`src/rtl/i2c_cfg_pkg.sv`:
```
package i2c_cfg_pkg;

   typedef enum logic [3:0] {
      LS_IDLE,
      LS_DEV,
      LS_ACK_DEV,
      LS_IDX,
      LS_ACK_IDX,
      LS_WDATA,
      LS_ACK_WDATA,
      LS_RDATA,
      LS_RD_HANDSHAKE,
      LS_IGNORE
   } link_state_t;

   typedef struct packed {
      logic scl_rise;
      logic scl_fall;
      logic start;
      logic stop;
      logic sda;
   } bus_evt_t;

   localparam logic [6:0] BROADCAST_ADDR = 7'h00;

endpackage

```
`src/rtl/i2c_port_mux.sv`:
```
module i2c_port_mux #(
   parameter int SYNC_STAGES = 2
) (
   input  logic clk,
   input  logic rst_n,
   input  logic port_sel,
   input  logic scl_a_i,
   input  logic sda_a_i,
   input  logic scl_b_i,
   input  logic sda_b_i,
   input  logic drive_low,
   output logic sda_a_oe,
   output logic sda_b_oe,
   output logic scl_s,
   output logic sda_s
);

   logic [1:0] raw;
   logic [1:0] synced;

   assign raw[0] = port_sel ? scl_b_i : scl_a_i;
   assign raw[1] = port_sel ? sda_b_i : sda_a_i;

   generate
      for (genvar g = 0; g < 2; g++) begin : g_sync
         logic [SYNC_STAGES-1:0] chain;
         always_ff @(posedge clk or negedge rst_n) begin
            if (!rst_n) chain <= '1;
            else        chain <= {chain[SYNC_STAGES-2:0], raw[g]};
         end
         assign synced[g] = chain[SYNC_STAGES-1];
      end
   endgenerate

   assign scl_s    = synced[0];
   assign sda_s    = synced[1];
   assign sda_a_oe = drive_low & ~port_sel;
   assign sda_b_oe = drive_low &  port_sel;

endmodule

```
`src/rtl/i2c_bus_cond.sv`:
```
module i2c_bus_cond
   import i2c_cfg_pkg::*;
(
   input  logic     clk,
   input  logic     rst_n,
   input  logic     scl_s,
   input  logic     sda_s,
   output bus_evt_t evt
);

   logic scl_q, sda_q;

   always_ff @(posedge clk or negedge rst_n) begin
      if (!rst_n) begin
         scl_q <= 1'b1;
         sda_q <= 1'b1;
      end else begin
         scl_q <= scl_s;
         sda_q <= sda_s;
      end
   end

   always_comb begin
      evt.scl_rise = ~scl_q & scl_s;
      evt.scl_fall = scl_q & ~scl_s;
      evt.start    = scl_q & scl_s & sda_q & ~sda_s;
      evt.stop     = scl_q & scl_s & ~sda_q & sda_s;
      evt.sda      = sda_s;
   end

endmodule

```
`src/rtl/i2c_link_fsm.sv`:
```
module i2c_link_fsm
   import i2c_cfg_pkg::*;
#(
   parameter int IDX_W = 4
) (
   input  logic              clk,
   input  logic              rst_n,
   input  bus_evt_t          evt,
   input  logic [6:0]        dev_addr,
   input  logic [7:0]        rd_data,
   output logic [IDX_W-1:0]  idx,
   output logic [IDX_W-1:0]  wr_idx,
   output logic [7:0]        wr_data,
   output logic              wr_en,
   output logic              drive_low,
   output link_state_t       state
);

   logic [7:0] shreg;
   logic [7:0] txreg;
   logic [2:0] bitcnt;
   logic       byte_full;
   logic       is_read;
   logic       host_nack;
   logic       addr_hit;

   always_comb begin
      addr_hit = (shreg[7:1] == dev_addr) ||
                 ((shreg[7:1] == BROADCAST_ADDR) && !shreg[0]);
   end

   always_ff @(posedge clk or negedge rst_n) begin
      if (!rst_n) begin
         state     <= LS_IDLE;
         shreg     <= '0;
         txreg     <= '0;
         bitcnt    <= '0;
         byte_full <= 1'b0;
         is_read   <= 1'b0;
         host_nack <= 1'b0;
         idx       <= '0;
         wr_idx    <= '0;
         wr_data   <= '0;
         wr_en     <= 1'b0;
         drive_low <= 1'b0;
      end else begin
         wr_en <= 1'b0;
         if (evt.stop) begin
            state     <= LS_IDLE;
            drive_low <= 1'b0;
            byte_full <= 1'b0;
         end else if (evt.start) begin
            state     <= LS_DEV;
            bitcnt    <= '0;
            byte_full <= 1'b0;
            drive_low <= 1'b0;
         end else if (evt.scl_rise) begin
            case (state)
               LS_DEV, LS_IDX, LS_WDATA: begin
                  shreg  <= {shreg[6:0], evt.sda};
                  bitcnt <= bitcnt + 3'd1;
                  if (bitcnt == 3'd7) byte_full <= 1'b1;
               end
               LS_RD_HANDSHAKE: host_nack <= evt.sda;
               default: ;
            endcase
         end else if (evt.scl_fall) begin
            case (state)
               LS_DEV: begin
                  if (byte_full) begin
                     byte_full <= 1'b0;
                     if (addr_hit) begin
                        drive_low <= 1'b1;
                        is_read   <= shreg[0];
                        state     <= LS_ACK_DEV;
                     end else begin
                        state <= LS_IGNORE;
                     end
                  end
               end
               LS_ACK_DEV: begin
                  if (is_read) begin
                     txreg     <= rd_data;
                     drive_low <= ~rd_data[7];
                     bitcnt    <= '0;
                     state     <= LS_RDATA;
                  end else begin
                     drive_low <= 1'b0;
                     state     <= LS_IDX;
                  end
               end
               LS_IDX: begin
                  if (byte_full) begin
                     byte_full <= 1'b0;
                     idx       <= shreg[IDX_W-1:0];
                     drive_low <= 1'b1;
                     state     <= LS_ACK_IDX;
                  end
               end
               LS_ACK_IDX, LS_ACK_WDATA: begin
                  drive_low <= 1'b0;
                  state     <= LS_WDATA;
               end
               LS_WDATA: begin
                  if (byte_full) begin
                     byte_full <= 1'b0;
                     wr_en     <= 1'b1;
                     wr_idx    <= idx;
                     wr_data   <= shreg;
                     idx       <= idx + IDX_W'(1);
                     drive_low <= 1'b1;
                     state     <= LS_ACK_WDATA;
                  end
               end
               LS_RDATA: begin
                  if (bitcnt == 3'd7) begin
                     drive_low <= 1'b0;
                     idx       <= idx + IDX_W'(1);
                     state     <= LS_RD_HANDSHAKE;
                  end else begin
                     txreg     <= {txreg[6:0], 1'b0};
                     drive_low <= ~txreg[6];
                     bitcnt    <= bitcnt + 3'd1;
                  end
               end
               LS_RD_HANDSHAKE: begin
                  if (host_nack) begin
                     state <= LS_IGNORE;
                  end else begin
                     txreg     <= rd_data;
                     drive_low <= ~rd_data[7];
                     bitcnt    <= '0;
                     state     <= LS_RDATA;
                  end
               end
               default: ;
            endcase
         end
      end
   end

endmodule

```
`src/rtl/i2c_reg_bank.sv`:
```
module i2c_reg_bank #(
   parameter int         REG_COUNT = 16,
   parameter logic [7:0] RESET_VAL = 8'h00,
   localparam int        IDX_W     = $clog2(REG_COUNT)
) (
   input  logic                   clk,
   input  logic                   rst_n,
   input  logic                   wr_en,
   input  logic [IDX_W-1:0]       wr_idx,
   input  logic [7:0]             wr_data,
   input  logic [IDX_W-1:0]       rd_idx,
   output logic [7:0]             rd_data,
   output logic [REG_COUNT*8-1:0] flat
);

   logic [7:0] regs [REG_COUNT];

   generate
      for (genvar r = 0; r < REG_COUNT; r++) begin : g_reg
         always_ff @(posedge clk or negedge rst_n) begin
            if (!rst_n)                           regs[r] <= RESET_VAL;
            else if (wr_en && wr_idx == IDX_W'(r)) regs[r] <= wr_data;
         end
         assign flat[r*8 +: 8] = regs[r];
      end
   endgenerate

   assign rd_data = regs[rd_idx];

endmodule

```
`src/rtl/i2c_cfg_slave.sv`:
```
module i2c_cfg_slave
   import i2c_cfg_pkg::*;
#(
   parameter int REG_COUNT   = 16,
   parameter int SYNC_STAGES = 2
) (
   input  logic                   clk,
   input  logic                   rst_n,
   input  logic [6:0]             dev_addr,
   input  logic                   port_sel,
   input  logic                   scl_a_i,
   input  logic                   sda_a_i,
   output logic                   sda_a_oe,
   input  logic                   scl_b_i,
   input  logic                   sda_b_i,
   output logic                   sda_b_oe,
   output logic [REG_COUNT*8-1:0] cfg_regs
);

   localparam int IDX_W = $clog2(REG_COUNT);

   generate
      if (REG_COUNT < 2 || REG_COUNT > 256 || (REG_COUNT & (REG_COUNT - 1)) != 0) begin : g_bad_count
         $error("REG_COUNT must be a power of two between 2 and 256");
      end
      if (SYNC_STAGES < 2) begin : g_bad_sync
         $error("SYNC_STAGES must be at least 2");
      end
   endgenerate

   logic              scl_s, sda_s;
   logic              drive_low;
   bus_evt_t          bus_evt;
   link_state_t       link_state;
   logic [IDX_W-1:0]  cur_idx;
   logic [IDX_W-1:0]  reg_wr_idx;
   logic [7:0]        reg_wr_data;
   logic              reg_wr_en;
   logic [7:0]        reg_rd_data;

   i2c_port_mux #(.SYNC_STAGES(SYNC_STAGES)) u_mux (
      .clk       (clk),
      .rst_n     (rst_n),
      .port_sel  (port_sel),
      .scl_a_i   (scl_a_i),
      .sda_a_i   (sda_a_i),
      .scl_b_i   (scl_b_i),
      .sda_b_i   (sda_b_i),
      .drive_low (drive_low),
      .sda_a_oe  (sda_a_oe),
      .sda_b_oe  (sda_b_oe),
      .scl_s     (scl_s),
      .sda_s     (sda_s)
   );

   i2c_bus_cond u_cond (
      .clk   (clk),
      .rst_n (rst_n),
      .scl_s (scl_s),
      .sda_s (sda_s),
      .evt   (bus_evt)
   );

   i2c_link_fsm #(.IDX_W(IDX_W)) u_fsm (
      .clk       (clk),
      .rst_n     (rst_n),
      .evt       (bus_evt),
      .dev_addr  (dev_addr),
      .rd_data   (reg_rd_data),
      .idx       (cur_idx),
      .wr_idx    (reg_wr_idx),
      .wr_data   (reg_wr_data),
      .wr_en     (reg_wr_en),
      .drive_low (drive_low),
      .state     (link_state)
   );

   i2c_reg_bank #(.REG_COUNT(REG_COUNT)) u_bank (
      .clk     (clk),
      .rst_n   (rst_n),
      .wr_en   (reg_wr_en),
      .wr_idx  (reg_wr_idx),
      .wr_data (reg_wr_data),
      .rd_idx  (cur_idx),
      .rd_data (reg_rd_data),
      .flat    (cfg_regs)
   );

endmodule

```
`config.mk`:
```
export PLATFORM = sky130hd
export DESIGN_NAME = i2c_cfg_slave
export DESIGN_NICKNAME = d
export VERILOG_FILES = /design/src/rtl/i2c_cfg_pkg.sv /design/src/rtl/i2c_port_mux.sv /design/src/rtl/i2c_bus_cond.sv /design/src/rtl/i2c_link_fsm.sv /design/src/rtl/i2c_reg_bank.sv /design/src/rtl/i2c_cfg_slave.sv
export SDC_FILE = /design/constraint.sdc
export NUM_CORES = 1
export LEC_CHECK = 0
export BUFFER_PORTS_ARGS = -buffer_cell sky130_fd_sc_hd__buf_2
export CAP_MARGIN = 20
export CORE_MARGIN = 4
export CORE_UTILIZATION = 48
export CTS_BUF_LIST = sky130_fd_sc_hd__clkbuf_2 sky130_fd_sc_hd__clkbuf_4 sky130_fd_sc_hd__clkbuf_8
export DETAILED_ROUTE_END_ITERATION = 10
export GPL_TIMING_DRIVEN = 0
export PLACE_DENSITY = 0.7
export SYNTH_ARGS = -nofsm -noshare
export SYNTH_HDL_FRONTEND = slang
export SYNTH_SLANG_ARGS = --single-unit
```
`constraint.sdc`:
```
create_clock -name clk -period 3 [get_ports clk]
set_input_delay 0.6 -clock clk [delete_from_list [all_inputs] [get_ports clk]]
set_output_delay 0.6 -clock clk [all_outputs]
set_load 0.01 [all_outputs]
```
## After elaboration in Yosys (flattened, before gate mapping)

Cells that the tools add are included.

| storage, ports and cells | value |
|---|---|
| flip-flop bits (word level) | 177 |
| input port bits | 14 |
| output and inout bits | 130 |
| logic and storage cells | 200 |

| operators by class | value |
|---|---|
| $add $sub $neg | 2 |
| $lt $le $gt $ge | 1 |
| equal/unequal tests | 46 |
| muxes and demuxes | 57 |
| bitwise gates (word level) | 20 |
| reduce and logical (&&, ||, !) cells | 42 |

Operators with widths:

| kind | number |
|---|---|
| $mux W4 | 13 |
| $eq A4 B4 Y1 const B | 9 |
| $bmux W8 S4 | 1 |
| $eq A4 B3 Y1 const B | 8 |
| $ne A4 B3 Y1 const B | 7 |
| $pmux W4 S7 | 1 |
| $reduce_and A7 Y1 | 4 |
| $mux W1 | 25 |
| $mux W3 | 8 |
| $mux W7 | 3 |
| $pmux W7 S3 | 1 |
| $ne A4 B4 Y1 const B | 5 |
| $logic_and A1 B1 Y1 | 17 |
| $eq A4 B2 Y1 const B | 4 |
| $mux W8 | 2 |
| $reduce_and A8 Y1 | 2 |
| $pmux W4 S3 | 1 |
| $reduce_and A4 Y1 | 3 |
| $reduce_bool A3 Y1 | 4 |
| $not A1 Y1 | 10 |
| $and A1 B1 Y1 | 9 |
| $pmux W3 S3 | 1 |
| $reduce_bool A9 Y1 | 1 |
| $eq A4 B1 Y1 const B | 2 |
| other kinds (21) | 27 |

## Longest topological paths before layout

Gate-level depths: netlist (run 1).

| depth | value |
|---|---|
| word-level depth | 11 |
| mapped depth | 10 |

## Hierarchy

A second synthesis (run 1) with hierarchy kept.

| second synthesis, totals | value |
|---|---|
| cells, all modules | 585 |
| area, all modules | 8344.3 µm² |

By module, submodules not included:

| module | instances | cells an instance | area each (µm²) |
|---|---|---|---|
| i2c_reg_bank | 1 | 364 | 5809.3 |
| i2c_link_fsm | 1 | 206 | 2298.5 |
| i2c_port_mux | 1 | 8 | 143.9 |
| i2c_bus_cond | 1 | 7 | 92.6 |

## Worst setup path after synthesis (run 1)

Ideal clock, no wire load.

| timing | value |
|---|---|
| path type | reg2reg |
| start | register u_cond.scl_q |
| end | register u_fsm.wr_idx[1] |
| library setup time | 0.128 ns |
| arrival time | 2.196 ns |
| required time | 2.872 ns |
| path slack | 0.677 ns |
| stages on the path, launching flop included | 11 |
| buffers on the path | 3 |
| clock period less this slack | 2.323 ns |
| path through | dfstp_2 -> inv_1 -> ha_1 -> clkbuf_1 -> nand2b_1 -> a21oi_1 -> nand2_1 -> or3_1 -> clkbuf_1 -> buf_6 -> mux2_1 |

| between the ends | value |
|---|---|
| word-level cells in the longest chain between the ends | 5 |
| elaborated cells on any way between the ends | 12 |

Ends and longest elaborated chain:

| item | line | source |
|---|---|---|
| start, declared | i2c_bus_cond.sv:11 | `logic scl_q, sda_q;` |
| start signal, assigned | i2c_bus_cond.sv:18 | `scl_q <= scl_s;` |
| $and A1 B1 Y1 | i2c_bus_cond.sv:26, i2c_bus_cond.sv:27 |  |
| $and A1 B1 Y1 (on tied branches) (2 in series) | i2c_bus_cond.sv:26, i2c_bus_cond.sv:27 |  |
| $not A1 Y1 (no line) | - |  |
| $reduce_and A6 Y1 (no line) * | - |  |
| end signal, assigned | i2c_link_fsm.sv:108 | `wr_idx <= idx;` |
| end, declared | i2c_link_fsm.sv:12 | `output logic [IDX_W-1:0] wr_idx,` |

Mark *: on every way between the ends. The rest lies on a longest branch, timed or not.
A chain may end at the register's enable or synchronous reset.

## Worst setup path in the final report (run 1)

Ends and elaborated chain as after synthesis.

==> results of run 1 <==
cells by family (layout without fill, tap and decap cells):
logic type      Yosys count  after routing  synth area share
simple gates            101            101            0.0645
mux                     203            203             0.321
buf+inv                  49            224            0.0283
flops                   177            177             0.523
xor+xnor                  8              8           0.00826
compound gates           53             53            0.0457
fa+ha+maj                 6              6           0.00885
Yosys cell counts, types with 2 or more instances:
cell type,instances
nand2_1,26
ha_1,6
xor2_1,8
clkbuf_1,27
dfrtp_1,171
o211ai_1,3
nor2_1,21
a21oi_1,4
a22oi_1,2
or3_1,4
buf_2,6
nor3b_1,3
nand3_1,4
a31oi_1,3
inv_1,7
dfstp_2,6
mux2_2,113
and3_1,2
nor4_1,5
nand3b_1,4
mux2i_1,12
buf_6,6
and2_1,2
nor3_1,7
a211oi_1,2
o21ai_0,12
nor2b_1,5
nand2b_1,7
mux4_2,40
o21ai_1,7
nor4bb_1,2
a211o_1,2
o21bai_1,2
mux2_1,37
worst max-delay path, cell delays in order, from the launching register on:
cell,delay (ns)
dfstp_2,0.56
inv_1,0.04
ha_1,0.16
clkbuf_1,0.17
nand2b_1,0.23
a21oi_1,0.30
nand2_1,0.14
or3_1,0.32
clkbuf_1,0.17
buf_6,0.18
mux2_1,0.33
path summary, 6_finish.rpt:
kind                                     startpoint  depth (start not counted)                  endpoint  slack [ns]
min in group clk           u_mux.g_sync[1].chain[0]                          0  u_mux.g_sync[1].chain[1]        0.37
min                                           rst_n                          1            u_bank.flat[0]        0.09
min reg2reg                u_mux.g_sync[1].chain[0]                          0  u_mux.g_sync[1].chain[1]        0.37
max reg2reg                            u_cond.scl_q                         10           u_fsm.wr_idx[1]        0.29
max in group asynchronous                     rst_n                          2           u_bank.flat[93]        2.00
max                                    u_cond.scl_q                         10           u_fsm.wr_idx[1]        0.29
power by group through the flow:
| stage | registers (W) | logic (W) | clock network (W) |
|---|---|---|---|
| 6_report | 0.00258 | 0.000786 | 0.00167 |
| 5_1_grt | 0.00259 | 0.000870 | 0.00178 |
| 4_1_cts | 0.00258 | 0.000778 | 0.00169 |
| 3_5_place_dp | 0.00262 | 0.000772 | 0 |
| 3_3_place_gp | 0.00262 | 0.000740 | 0 |
| 2_1_floorplan | 0.00259 | 0.000566 | 0 |
final cells by class:
type	instances	area, µm²
Timing Repair Buffer	144	753
Sequential cell	177	4440
Fill cell	1417	7390
Inverter	8	30.0
Clock buffer	23	285
Tap cell	225	282
Clock inverter	8	104
Multi-Input combinational cell	371	3800
Buffer	41	210
metrics by stage:
stage	power, W	std cells	hold WS (ns)	worst slack (ns)	util
2_1_floorplan	0.00315	597	0.304	0.677	-
3_3_place_gp	0.00336	965	0.350	-1.27	0.548
3_5_place_dp	0.00340	966	0.351	0.340	0.550
4_1_cts	0.00504	997	0.115	0.304	0.573
5_1_grt	0.00524	997	0.123	0.111	0.573
6_report	0.00503	997	0.0944	0.286	0.573
registers in the layout, summed over array words and instances, names as in the netlist, 3 cells and up:
register / flops
u_fsm.wr_data: 8
u_fsm.wr_idx: 4
u_mux.g_sync.chain: 4
u_fsm.bitcnt: 3
u_fsm.idx: 4
u_fsm.state: 4
u_fsm.txreg: 7
u_bank.flat: 128
u_fsm.shreg: 8
metal layers:
layer	global-route usage	up-vias
li1	-	2541
met1	0.308	3024
met2	0.395	176
met3	0.0448	40
met4	0.0790	0
met5	0	-
==> summary.txt, run 1 <==
Yosys
  • Seq cells post-synth: 177
  • Top cells by area, synth: dfrtp_1 50%, mux2_2 15%, mux4_2 11%
  • Post-synth ARST share: 1.00
  • Leading area contributor after synthesis: dfrtp_1
  • Synth warn: 0
  • Avg Cell Area, Syn: 14.2 µm²
  • Top-area cell type share of the netlist area: 0.504
  • Syn Nets: 617
  • EDFF count, synth: 0
  • Cells after synthesis: 597
  • Post-synthesis sequential area ratio: 0.523
  • Most used DFF post-synth: dfrtp_1
  • Synth cell types: 63
  • Cell area after synthesis: 8480 µm²

Floorplan
  • FP Rows: 48
  • Die Y: 141 µm
  • DIE WIDTH: 141 µm
  • Core box area: 17,300 µm²
  • I/O pin count: 144
  • Die Area: 19,900 µm²
  • Initial Util: 0.490

Worst setup path
  • Data required, critical path: 3.35 ns
  • Nature of the critical path startpoint: flop
  • Worst-path maximum fanout: 10
  • Crit path DAT: 3.06 ns
  • Setup CP Type: reg2reg
  • Nature of the critical path endpoint: flop

Route
  • Iter 0 DRT Violations: 427
  • Uppermost layer routed: met4
  • Met2 wire length: 11,600 µm
  • Wire length on met1: 9520 µm
  • DRT antenna net count: 0
  • Detail Route met3 WL: 1100 µm
  • Detailed-router iteration count before antenna repair: 5
  • Routed wire per std cell: 22.8 µm
  • WL final: 22,700 µm
  • Post-route DRC: 0
  • Total number of vias: 5,781
  • Routed vias/inst: 5.80

Run
  • Max_cap viols: 0

Pwr
  • Combinational Power Share: 0.156
  • Internal: 0.00360 W
  • Power per cell area: 508 nW/µm²
  • Fraction of power spent switching nets: 0.284
  • Register share of total power: 0.512
  • Psw: 0.00143 W
  • Clock Power Share: 0.332
  • VDD IR max: 284 µV
  • Pleak: 5.02 nW

Global route
  • First-pass GRT wire length: 35,500 µm
  • Gr usage total: 0.235
  • Largest net degree at the start of global routing: 103
  • Initial antenna violation count: 0
  • GRT overflow: 0
  • Vias in the first global route: 6,140

Final layout
  • Finished Cell Area: 9910 µm²
  • Antenna diode count: 0
  • Layout cell share with drive strength beyond 1: 0.460
  • Final #Nets: 780
  • Layout area overhead: 16.8%
  • Most frequent cells in the layout: 171 x dfrtp_1, 148 x buf_2, 113 x mux2_2, 40 x mux4_2, 37 x mux2_1
  • Most common cell after layout, fill and taps aside: dfrtp_1

Timing
  • Final Critical Period: 2.71 ns
  • Slew @ Worst Pin: 1.08 ns
  • Final Setup Violations: 0
  • Max-slew violations: 0
  • Fin crit share: 0.905
  • Setup tns final: 0 ns
  • Fmax: 368 MHz
  • Rel. slew slack: 0.276
  • RSZ-0062 raised after global routing: no
  • Setup clock skew after layout: 0.0120 ns
  • Final Hold Viols: 0

Clock network
  • Post_cts resized: 0
  • CTS sink cnt: 177
  • Htree depth: 4
  • Clock-pin slew on the worst setup and hold paths: 0.09 ns
  • Clock Latency Late Sink: 0.46 ns
  • Root Driver: clkbuf_8
  • CTS tree: yes
  • Hold Buf Count CTS: 0
  • Post-CTS Setup Repair Bufs: 0
  • Num CTS Buffers: 17
  • CTS Buffer Depth: 2

Place
  • Placed Instance Area: 9520 µm²
  • Placer Congestion: 0.869
  • Buffers on Ports: 143
  • Post-DP HPWL: 16,500 µm

Status
  • Run status: complete, no violations

Worst hold path
  • Hold Path Class: in2async
No activity file was read; power rests on OpenSTA's default activity.
==> run 2, diff against run 1 <==
--- a/config.mk
+++ b/config.mk
@@ -15,4 +15,5 @@
 export PLACE_DENSITY = 0.7
 export SYNTH_ARGS = -nofsm -noshare
 export SYNTH_HDL_FRONTEND = slang
+export SYNTH_HIERARCHICAL = 1
 export SYNTH_SLANG_ARGS = --single-unit
==> run 2 against run 1 <==
  * Wire length fell by 1.0%
  * Critical path depth unchanged
  * Non-clock buffer count shrank 4
  * Via count up 0.69%
  * Critical path type unchanged
  * Critical endpoint is now u_fsm/drive_low
==> summary.txt, run 2 <==
Route
  • Routed wire per std cell: 22.9 µm (+0.50%)
  • Post-route DRC: 0 (unchanged)
  • Iter 0 DRT Violations: 441 (+3.3%)
  • Total number of vias: 5,821 (+0.69%)
  • Detailed-router iteration count before antenna repair: 5 (unchanged)
  • WL final: 22,500 µm (-1.0%)
  • Routed vias/inst: 5.93 (+2.2%)
  • DRT antenna net count: 0 (unchanged)

Status
  • Run status: complete, no violations

Pwr
  • Combinational Power Share: 0.142 (-0.014)
  • Internal: 0.00362 W (+0.49%)
  • Pleak: 5.08 nW (+1.2%)
  • Pwr Total: 0.00514 W (+2.2%)
  • Fraction of power spent switching nets: 0.296 (+0.0122)
  • VDD IR max: 254 µV (-11%)
  • Clock Power Share: 0.344 (+0.012)
  • Psw: 0.00152 W (+6.6%)
  • Power per cell area: 524 nW/µm² (+3.1%)
  • Register share of total power: 0.515 (+0.003)

Global route
  • Largest net degree at the start of global routing: 134 (+30%)
  • Initial antenna violation count: 0 (unchanged)
  • GRT overflow: 0 (unchanged)
  • Gr usage total: 0.236 (+0.00110)
  • First-pass GRT wire length: 35,300 µm (-0.58%)
  • Vias in the first global route: 6,005 (-2.2%)

Final layout
  • Antenna diode count: 0 (unchanged)
  • Most frequent cells in the layout: 171 x dfrtp_1, 154 x buf_2, 144 x mux2_2, 32 x mux4_2, 28 x nand2_1
  • Layout cell share with drive strength beyond 1: 0.534 (+0.0743)
  • Layout area overhead: 17.7%
  • Most common cell after layout, fill and taps aside: dfrtp_1
  • Non-Filler Instances: 982 (-1.5%)
  • Max reg flops: 128 (unchanged)
  • Final #Nets: 766 (-1.8%)
  • Fill count: 1,398 (-1.3%)

Timing
  • Fmax: 369 MHz (+0.22%)
  • Max-slew violations: 0 (unchanged)
  • Fin crit share: 0.903 (-0.00197)
  • RSZ-0062 raised after global routing: no
  • Setup tns final: 0 ns (unchanged)
  • Setup clock skew after layout: 0.0154 ns (+0.00336 ns)
  • Final Critical Period: 2.71 ns (-0.00591 ns)
  • Slew @ Worst Pin: 0.752 ns (-0.329 ns)
  • Hold_ws: 0.366 ns (+0.272 ns)
  • Final Setup Violations: 0 (unchanged)
  • Rel. slew slack: 0.497 (+0.220)
  • Final Hold Viols: 0 (unchanged)

Worst setup path
  • Buf+Inv Stages, Crit Path: 2 (-2)
  • Nature of the critical path endpoint: flop
  • CP Cell Sequence: buf_2 > buf_4 > mux4_2 > a22oi_1 > nand2_1 > nor4b_1 > o21ai_0 > o21ai_0 > nand2_1 > mux2i_1
  • Crit path DAT: 3.09 ns (+0.03 ns)
  • Nature of the critical path startpoint: flop
  • Worst-path maximum fanout: 10 (unchanged)
  • Setup CP Type: reg2reg
  • Cell family with most CP delay: multiplexers
  • Delay of the slowest critical-path stage: 0.53 ns (-0.03 ns)
  • Slowest cell on crit path: mux4_2
  • Data required, critical path: 3.38 ns (+0.03 ns)

Yosys
  • Synth Area in XOR/XNOR: 0.00735 (-0.000913)
  • Simple logic cell fraction of the synthesized area: 0.0660 (+0.00151)
  • Synth Area in Compound Gates: 0.0556 (+0.00990)
  • Synth cell types: 61 (-3.2%)
  • Leading area contributor after synthesis: dfrtp_1
  • Largest family of logic cells by synthesized area: multiplexers
  • Synth cell count leaders: 171 x dfrtp_1, 144 x mux2_2, 32 x mux4_2
  • Cell area after synthesis: 8340 µm² (-1.6%)
  • Mux share of post-synthesis cell area: 0.310 (-0.0112)
  • Cells after synthesis: 585 (-2.0%)
  • Top cells by area, synth: dfrtp_1 51%, mux2_2 19%, mux4_2 8.6%
  • Most used DFF post-synth: dfrtp_1
  • Seq cells post-synth: 177 (unchanged)
  • Syn Nets: 602 (-2.4%)
  • Post-Synth Adder-Cell Area: 0.00450 (-0.00435)
  • Post-synth ARST share: 1.00 (unchanged)
  • Post-synthesis sequential area ratio: 0.532 (+0.00863)
  • Avg Cell Area, Syn: 14.3 µm² (+0.40%)
  • Top-area cell type share of the netlist area: 0.513 (+0.00832)
  • EDFF count, synth: 0 (unchanged)
  • Most frequent cell after synthesis: dfrtp_1
  • Synth warn: 6 (+6)

Clock network
  • CTS Buffer Depth: 2 (unchanged)
  • Root Driver: clkbuf_8
  • Clock Latency Late Sink: 0.46 ns (about the same)
  • CTS sink cnt: 177 (unchanged)
  • CTS tree: yes
  • Clock-pin slew on the worst setup and hold paths: 0.09 ns (about the same)
  • Post-CTS Setup Repair Bufs: 0 (unchanged)
  • Htree depth: 4 (unchanged)
  • Num CTS Buffers: 17 (unchanged)

Place
  • Post-DP HPWL: 15,900 µm (-3.7%)
  • Buffers on Ports: 143 (unchanged)
  • Placed cell count: 949 (-1.8%)
  • Placer Congestion: 0.860 (-0.97%)

Run
  • Max_cap viols: 0 (unchanged)

Floorplan
  • DIE WIDTH: 140 µm (-0.77%)
  • Die Y: 140 µm (-0.77%)
  • Core box area: 16,800 µm² (-2.8%)
  • I/O pin count: 144 (unchanged)
  • Die Area: 19,600 µm² (-1.5%)
  • Initial Util: 0.496 (+0.00575)
  • FP Rows: 47 (-2.1%)

Worst hold path
  • Hold Path Class: reg2reg
## run 2: power groups by stage
stage / combinational (W) / sequential [W] / clock (W)
2_1_floorplan: 0.000541 / 0.00263 / 0
3_3_place_gp: 0.000694 / 0.00268 / 0
3_5_place_dp: 0.000719 / 0.00269 / 0
4_1_cts: 0.000724 / 0.00265 / 0.00180
5_1_grt: 0.000804 / 0.00267 / 0.00192
6_report: 0.000729 / 0.00265 / 0.00177
## run 2: path summary, 6_finish.rpt
| check | start | cells past startpoint | slack (ns) | endpoint |
|---|---|---|---|---|
| max | u_fsm/idx[0] | 10 | 0.29 | u_fsm/drive_low |
| min in group asynchronous | rst_n | 2 | 0.59 | u_bank/flat[117] |
| min | u_mux/g_sync[0].chain[0] | 0 | 0.37 | u_mux/g_sync[0].chain[1] |
| max in group asynchronous | rst_n | 3 | 1.45 | u_bank/flat[56] |
| min reg2reg | u_mux/g_sync[0].chain[0] | 0 | 0.37 | u_mux/g_sync[0].chain[1] |
| max reg2reg | u_fsm/idx[0] | 10 | 0.29 | u_fsm/drive_low |
## run 2: final cells by class
class | instances | area (µm²) | share of cell area
Clock buffer | 18 | 248 | 0.0252
Clock inverter | 14 | 190 | 0.0194
Sequential cell | 177 | 4440 | 0.452
Tap cell | 220 | 275 | 0.0280
Multi-Input combinational cell | 370 | 3700 | 0.377
Inverter | 2 | 7.51 | 0.000764
Buffer | 36 | 203 | 0.0206
Timing Repair Buffer | 145 | 763 | 0.0777
## run 2: stage by stage
stage                     instance area [µm²]  utilization  worst slack, ns
after floorplan                          8340            -            0.858
after detailed placement                 9370        0.557            0.110
after CTS                                9820        0.584           0.0668
after global routing                     9820        0.584           0.0250
after global placement                   9340        0.555            -1.23
final                                    9820        0.584            0.292
## run 2: timing repair
| item | CTS | global route |
|---|---|---|
| setup endpoints to repair | 0 | 1 |
| gates resized for setup | 0 | 6 |
| hold buffers | 1 | 0 |
| hold endpoints to repair | 8 | 0 |
## run 2: cell families after synthesis
kind of cell / Yosys count
AND/OR/NAND/NOR: 98
buffers and inverters: 38
XOR/XNOR: 7
flip-flops: 177
multiplexers: 196
AO/OA/AOI/OAI: 66
adder cells (fa/ha/maj): 3
## run 2: per-layer routing
metal | GRT usage | part of all wire | vias to the layer above
li1 | - | - | 2515
met1 | 0.327 | 0.43 | 3015
met2 | 0.373 | 0.48 | 259
met3 | 0.0666 | 0.077 | 32
met4 | 0.0551 | 0.014 | 0
met5 | 0 | 0 | -
